**src/rtl/wol_pkg.sv**
```systemverilog
package wol_pkg;

  localparam int unsigned STA_BYTES = 6;
  localparam int unsigned STA_W     = STA_BYTES * 8;
  localparam logic [7:0]  SYNC_BYTE = 8'hFF;

  // Byte k of a station address in wire order (k = 0 is bits 47:40).
  function automatic logic [7:0] sta_byte(input logic [STA_W-1:0] a, input int unsigned k);
    return a[(STA_BYTES-1-k)*8 +: 8];
  endfunction

  function automatic logic is_sync(input logic [7:0] b);
    return b == SYNC_BYTE;
  endfunction

endpackage

```
**src/rtl/wol_hdr_track.sv**
```systemverilog
module wol_hdr_track
  import wol_pkg::*;
#(
  parameter int unsigned HDR_BYTES = 12
) (
  input  logic             clk,
  input  logic             rst_n,
  input  logic             sof,
  input  logic             valid,
  input  logic [7:0]       data,
  input  logic [STA_W-1:0] station_addr,
  output logic             payload_byte,
  output logic             dest_ok
);

  localparam int unsigned CW = $clog2(HDR_BYTES + 1);

  logic [CW-1:0]        cnt;
  logic                 dmatch;
  logic [STA_BYTES-1:0] byte_eq;
  logic                 in_dest;

  genvar g;
  generate
    for (g = 0; g < STA_BYTES; g++) begin : g_eq
      assign byte_eq[g] = (data == sta_byte(station_addr, g));
    end
  endgenerate

  assign in_dest      = cnt < CW'(STA_BYTES);
  assign payload_byte = valid && !sof && (cnt == CW'(HDR_BYTES));
  assign dest_ok      = dmatch && !in_dest;

  always_ff @(posedge clk or negedge rst_n) begin
    if (!rst_n) begin
      cnt    <= '0;
      dmatch <= 1'b0;
    end else if (sof) begin
      cnt    <= '0;
      dmatch <= 1'b1;
    end else if (valid) begin
      if (cnt < CW'(HDR_BYTES)) cnt <= cnt + CW'(1);
      if (in_dest && !byte_eq[cnt]) dmatch <= 1'b0;
    end
  end

  assert_hdr_count_bound_R3: assert property (@(posedge clk) disable iff (!rst_n)
    cnt <= CW'(HDR_BYTES));

  assert_payload_after_header_R3: assert property (@(posedge clk) disable iff (!rst_n)
    payload_byte |-> $past(cnt) >= CW'(HDR_BYTES - 1));

endmodule

```
**src/rtl/wol_pattern_match.sv**
```systemverilog
module wol_pattern_match
  import wol_pkg::*;
#(
  parameter int unsigned SYNC_LEN = 6,
  parameter int unsigned REPEATS  = 16
) (
  input  logic             clk,
  input  logic             rst_n,
  input  logic             restart,
  input  logic             byte_en,
  input  logic [7:0]       data,
  input  logic [STA_W-1:0] station_addr,
  output logic             hit,
  output logic             found
);

  localparam int unsigned SW = $clog2(SYNC_LEN + 1);
  localparam int unsigned PW = (STA_BYTES > 1) ? $clog2(STA_BYTES) : 1;
  localparam int unsigned RW = (REPEATS > 1) ? $clog2(REPEATS) : 1;

  logic [SW-1:0] sync_cnt, sync_nx;
  logic [PW-1:0] pos, pos_nx;
  logic [RW-1:0] rep, rep_nx;
  logic          in_addr, exp_eq, last_byte, hit_nx;

  assign in_addr   = (sync_cnt == SW'(SYNC_LEN));
  assign exp_eq    = (data == sta_byte(station_addr, int'(pos)));
  assign last_byte = (pos == PW'(STA_BYTES - 1)) && (rep == RW'(REPEATS - 1));

  always_comb begin
    sync_nx = sync_cnt;
    pos_nx  = pos;
    rep_nx  = rep;
    hit_nx  = 1'b0;
    if (!in_addr) begin
      sync_nx = is_sync(data) ? sync_cnt + SW'(1) : '0;
      pos_nx  = '0;
      rep_nx  = '0;
    end else if (exp_eq) begin
      if (last_byte) begin
        hit_nx  = 1'b1;
        sync_nx = '0;
        pos_nx  = '0;
        rep_nx  = '0;
      end else if (pos == PW'(STA_BYTES - 1)) begin
        pos_nx = '0;
        rep_nx = rep + RW'(1);
      end else begin
        pos_nx = pos + PW'(1);
      end
    end else if (is_sync(data) && pos == '0 && rep == '0) begin
      sync_nx = sync_cnt;
    end else begin
      sync_nx = is_sync(data) ? SW'(1) : '0;
      pos_nx  = '0;
      rep_nx  = '0;
    end
  end

  assign hit = byte_en && !restart && hit_nx;

  always_ff @(posedge clk or negedge rst_n) begin
    if (!rst_n) begin
      sync_cnt <= '0;
      pos      <= '0;
      rep      <= '0;
      found    <= 1'b0;
    end else if (restart) begin
      sync_cnt <= '0;
      pos      <= '0;
      rep      <= '0;
      found    <= 1'b0;
    end else if (byte_en) begin
      sync_cnt <= sync_nx;
      pos      <= pos_nx;
      rep      <= rep_nx;
      if (hit_nx) found <= 1'b1;
    end
  end

  assert_sync_bound_R4: assert property (@(posedge clk) disable iff (!rst_n)
    sync_cnt <= SW'(SYNC_LEN));

  assert_addr_pos_needs_sync_R2: assert property (@(posedge clk) disable iff (!rst_n)
    !in_addr |-> (pos == '0 && rep == '0));

  assert_found_after_byte_R2: assert property (@(posedge clk) disable iff (!rst_n)
    $rose(found) |-> $past(byte_en && !restart));

  assert_restart_clears_R7: assert property (@(posedge clk) disable iff (!rst_n)
    restart |=> (!found && sync_cnt == '0));

endmodule

```
**src/rtl/wol_event_regs.sv**
```systemverilog
module wol_event_regs (
  input  logic clk,
  input  logic rst_n,
  input  logic set_magic,
  input  logic set_wake,
  input  logic clr_magic,
  input  logic clr_wake,
  output logic magic_sts,
  output logic wake_irq
);

  always_ff @(posedge clk or negedge rst_n) begin
    if (!rst_n) begin
      magic_sts <= 1'b0;
      wake_irq  <= 1'b0;
    end else begin
      magic_sts <= set_magic | (magic_sts & ~clr_magic);
      wake_irq  <= set_wake  | (wake_irq  & ~clr_wake);
    end
  end

  assert_set_beats_clear_R11: assert property (@(posedge clk) disable iff (!rst_n)
    (set_magic && clr_magic) |=> magic_sts);

  assert_wake_set_beats_clear_R11: assert property (@(posedge clk) disable iff (!rst_n)
    (set_wake && clr_wake) |=> wake_irq);

  assert_clear_takes_effect_R10: assert property (@(posedge clk) disable iff (!rst_n)
    (clr_magic && !set_magic) |=> !magic_sts);

  assert_sticky_hold_R10: assert property (@(posedge clk) disable iff (!rst_n)
    (magic_sts && !clr_magic) |=> magic_sts);

  assert_wake_sticky_hold_R10: assert property (@(posedge clk) disable iff (!rst_n)
    (wake_irq && !clr_wake) |=> wake_irq);

endmodule

```
**src/rtl/wol_wake_detector.sv**
```systemverilog
module wol_wake_detector
  import wol_pkg::*;
#(
  parameter int unsigned HDR_BYTES = 12,
  parameter int unsigned SYNC_LEN  = 6,
  parameter int unsigned REPEATS   = 16
) (
  input  logic             clk,
  input  logic             rst_n,
  input  logic             rx_sof,
  input  logic             rx_valid,
  input  logic [7:0]       rx_data,
  input  logic             rx_eof,
  input  logic             rx_frame_ok,
  input  logic [STA_W-1:0] station_addr,
  input  logic             pattern_en,
  input  logic             addr_wake_en,
  input  logic             clr_magic,
  input  logic             clr_wake,
  output logic             magic_sts,
  output logic             wake_irq
);

  logic payload_byte, dest_ok;
  logic match_restart, match_byte_en, match_hit, match_found;
  logic good_end, commit_magic, commit_addr, commit_wake;

  wol_hdr_track #(.HDR_BYTES(HDR_BYTES)) u_hdr (
    .clk          (clk),
    .rst_n        (rst_n),
    .sof          (rx_sof),
    .valid        (rx_valid),
    .data         (rx_data),
    .station_addr (station_addr),
    .payload_byte (payload_byte),
    .dest_ok      (dest_ok)
  );

  assign match_restart = rx_sof || !pattern_en;
  assign match_byte_en = payload_byte && pattern_en;

  wol_pattern_match #(.SYNC_LEN(SYNC_LEN), .REPEATS(REPEATS)) u_match (
    .clk          (clk),
    .rst_n        (rst_n),
    .restart      (match_restart),
    .byte_en      (match_byte_en),
    .data         (rx_data),
    .station_addr (station_addr),
    .hit          (match_hit),
    .found        (match_found)
  );

  assign good_end     = rx_eof && rx_frame_ok && !rx_sof;
  assign commit_magic = good_end && pattern_en && match_found;
  assign commit_addr  = good_end && addr_wake_en && dest_ok;
  assign commit_wake  = commit_magic || commit_addr;

  wol_event_regs u_regs (
    .clk       (clk),
    .rst_n     (rst_n),
    .set_magic (commit_magic),
    .set_wake  (commit_wake),
    .clr_magic (clr_magic),
    .clr_wake  (clr_wake),
    .magic_sts (magic_sts),
    .wake_irq  (wake_irq)
  );

  assert_magic_only_on_good_end_R6: assert property (@(posedge clk) disable iff (!rst_n)
    $rose(magic_sts) |-> $past(rx_eof && rx_frame_ok && pattern_en));

  assert_wake_only_on_good_end_R6: assert property (@(posedge clk) disable iff (!rst_n)
    $rose(wake_irq) |-> $past(rx_eof && rx_frame_ok));

  assert_hit_only_in_payload_R3: assert property (@(posedge clk) disable iff (!rst_n)
    match_hit |-> payload_byte);

  assert_magic_implies_wake_R2: assert property (@(posedge clk) disable iff (!rst_n)
    commit_magic |=> wake_irq);

endmodule

```
**config.mk**
```make
export PLATFORM = sky130hd
export DESIGN_NAME = wol_wake_detector
export DESIGN_NICKNAME = d
export VERILOG_FILES = /design/src/rtl/wol_pkg.sv /design/src/rtl/wol_hdr_track.sv /design/src/rtl/wol_pattern_match.sv /design/src/rtl/wol_event_regs.sv /design/src/rtl/wol_wake_detector.sv
export SDC_FILE = /design/constraint.sdc
export NUM_CORES = 1
export LEC_CHECK = 0
export ABC_AREA = 0
export BUFFER_PORTS_ARGS = -buffer_cell sky130_fd_sc_hd__buf_2
export CAP_MARGIN = 40
export CORE_MARGIN = 2
export CORE_UTILIZATION = 47
export CTS_CLUSTER_DIAMETER = 150
export DETAILED_ROUTE_END_ITERATION = 8
export GPL_TIMING_DRIVEN = 1
export PLACE_DENSITY_LB_ADDON = 0.08
export SLEW_MARGIN = 20
export SYNTH_ARGS = -nofsm -noshare
export SYNTH_HDL_FRONTEND = slang
export SYNTH_SLANG_ARGS = --single-unit
```
**constraint.sdc**
```tcl
create_clock -name clk -period 3.7 [get_ports clk]
set_clock_uncertainty 0.2 [all_clocks]
set_input_delay 0.185 -clock clk [delete_from_list [all_inputs] [get_ports clk]]
set_output_delay 0.185 -clock clk [all_outputs]
set_load 0.02 [all_outputs]
```
==> impl_metrics.tcl <==
set metrics [dict create \
    status "finished, final reports clean" \
    insertion_delay_ns 0.25 \
    num-nets-final 388 \
    multi_input_area_um2 1660 \
    fmax_ghz 0.283 \
    die_y_um 72.7 \
    synth_common_cells "34 x xnor2_1, 22 x xor2_1, 18 x dfrtp_1" \
    diodes 0 \
    numCtsBuffers 3 \
    synthArstFlopShare 1.00 \
    synth_most_common_cell "xnor2_1" \
    power_leakage_nw 1.17 \
    firstDrtPassIters 5 \
    n_fill_cell 451 \
    max_slew_margin 0.626 \
    clock_path_buffers 2 \
    synth_area_um2 2220 \
    die_x_um 72.7 \
    seq_area_um2 450 \
    fin_area_um2 2730 \
    synth_edf_count 0 \
    path_class "reg -> reg" \
    synthTopCellsByArea "dfrtp_1 20%, xnor2_1 13%, xor2_1 8.7%" \
    drv_slew 0 \
    drt.antenna.violating_nets 0 \
    core_um2 4630 \
    placementRows 25 \
    wl_per_cell_um 16.0 \
    drtIter0Drc 111 \
    vias 2043 \
    gp_congestion 0.907 \
    synthesis.nets 316 \
    cts_sinks 18 \
    syn_area_per_cell_um2 9.25 \
    drcViolationCount 0 \
    global_route.overflow_total 0 \
    cts_max_level 1 \
    synth_cell_type_count 49 \
    cp-start-kind "flip-flop" \
    layoutNonFillerInstCount 365 \
    grt_max_degree 19 \
    root_buffer "clkbuf_8" \
    grtUsageTotal 0.224 \
    finalCriticalPeriod_ns 3.53 \
    die_area_um2 5290 \
    ys_seq_area_frac 0.203 \
    hpwl_um 4680 \
    critPathCaptureType "flip-flop" \
    vias_per_cell 5.60 \
    synthCells 240 \
    grt_pass1_vias 1922 \
    arrival_ns 3.47 \
    worst_slew_pin_slew_ns 0.557 \
    crit_fanout 6 \
    vdd_drop_max_uv 172 \
    drive_above_1_share 0.350 \
    grtUsageMet2 0.368 \
    yosysTopAreaCell "dfrtp_1" \
    grtUsageMet1 0.326 \
    p_per_area_nw_per_um2 198 \
    grt_pass1_wl_um 9350 \
    yosys_warnings 0 \
    io-pin-count 68 \
    ys_ff_latch 18 \
    placed_area_um2 2590 \
    yosysTopAreaCellShare 0.203 \
    place_inst 354 \
    final-setup-viol-count 0 \
    clk_pin_slew_ns 0.07 \
    cts_tree "yes" \
    port_buffers 67 \
    globalRoute.busiestLayer "met2" \
    start_util 0.480 \
    wl_um 5840 \
    hold_viol 0 \
    antenna_found_initial 0 \
    syn2layout_area_growth_pct 22.9 \
    grt_use_met3 0.0387 \
    hold_class "in -> reg" \
    maxCapViolCount 0 \
    synthFlopType "dfrtp_1" \
    crit_required_ns 3.64 \
    finalCritPeriodShare 0.954 \
]
==> final cells by class <==
type	count	share of cell area
clock buffer	4	0.0202
inverter	13	0.0179
sequential	18	0.165
timing repair buffer	81	0.166
multi-input combinational	195	0.606
tap	54	0.0247
==> layout by cell type, fill, tap and decap left out, drive strengths merged, types with 2 or more instances in the layout <==
cell type	n
nand2b	2
inv	13
buf	74
o21ai	3
nand2	10
a32o	2
o31ai	2
xor2	22
dfrtp	18
o22ai	6
clkbuf	5
nand4	12
nor2b	2
nand3	6
ha	10
a21oi	7
a222oi	7
xnor2	34
mux2	24
dlygate4sd3	6
nor4	8
nor3b	4
nor2	8
a22o	2
o41ai	3
nor3	5
==> state kept, by name, indices dropped and copies added (netlist names) <==
register / cells
u_match.rep: 4
u_hdr.dmatch: 1
u_regs.wake_irq: 1
u_match.sync_cnt: 3
u_match.pos: 3
u_match.found: 1
u_hdr.cnt: 4
u_regs.magic_sts: 1
==> power by group <==
part           internal, mW  switching, mW
combinational        0.0860         0.0893
clock                0.0945         0.0661
sequential            0.200        0.00557
==> worst max-delay path: stages (launching register included) <==
cell,delay (ns)
dfrtp_1,0.41
ha_2,0.41
buf_4,0.19
mux2_1,0.36
a222oi_1,0.39
xnor2_1,0.18
a2111oi_4,0.35
nand2_2,0.09
buf_4,0.17
nor3b_2,0.21
or2_4,0.18
mux2_4,0.29
==> final timing paths <==
path                                                   end  slack, ns  cells after the start                  startpoint
max                        u_match.sync_cnt[1]$_DFFE_PN0P_       0.17                     11  u_match.pos[2]$_DFFE_PN0P_
min                               u_hdr.dmatch$_DFFE_PN0P_       0.09                      3                    rx_valid
max reg2reg                u_match.sync_cnt[1]$_DFFE_PN0P_       0.17                     11  u_match.pos[2]$_DFFE_PN0P_
min reg2reg                       u_hdr.dmatch$_DFFE_PN0P_       0.28                      1    u_hdr.dmatch$_DFFE_PN0P_
max in group asynchronous  u_match.sync_cnt[1]$_DFFE_PN0P_       2.80                      2                       rst_n
min in group asynchronous       u_regs.magic_sts$_DFF_PN0_       0.20                      2                       rst_n
==> routing by layer <==
metal  wire length, µm  up-vias
li1                  -     1029
met1              2770      957
met2              2770       53
met3               278        4
met4                16        0
met5                 0        -
==> metrics by stage <==
stage	total power, mW	utilization	setup TNS [ns]	setup WS [ns]	hold WS, ns
finish	0.541	0.590	0	0.172	0.0865
floorplan	0.311	-	0	0.137	-0.311
global placement	0.378	0.559	0	0.0892	-0.0506
detailed placement	0.378	0.559	-0.106	-0.0609	-0.0513
global route	0.572	0.590	-0.0387	-0.0387	0.108
CTS	0.547	0.585	0	0.0837	0.0794
==> cells by family (layout without fill, tap and decap cells) <==
family | after synthesis | count (layout) | synth area share
buffers and inverters | 27 | 98 | 0.0608
DFF | 18 | 18 | 0.203
and+or+nand+nor | 63 | 63 | 0.181
muxes | 25 | 25 | 0.130
adders and majority gates | 10 | 10 | 0.0563
xor gates and xnor gates | 56 | 56 | 0.221
AOI/OAI and AO/OA | 41 | 41 | 0.149
==> what timing repair did <==
| item | in CTS | in global routing |
|---|---|---|
| resized for setup | 1 | 2 |
| pin swaps | 0 | 3 |
| setup buffers | 0 | 0 |
| endpoints found under the hold margin | 24 | 0 |
| setup endpoints to repair | 4 | 8 |
| hold buffers | 6 | 0 |
Note: power is estimated with default switching activity, not from simulation.
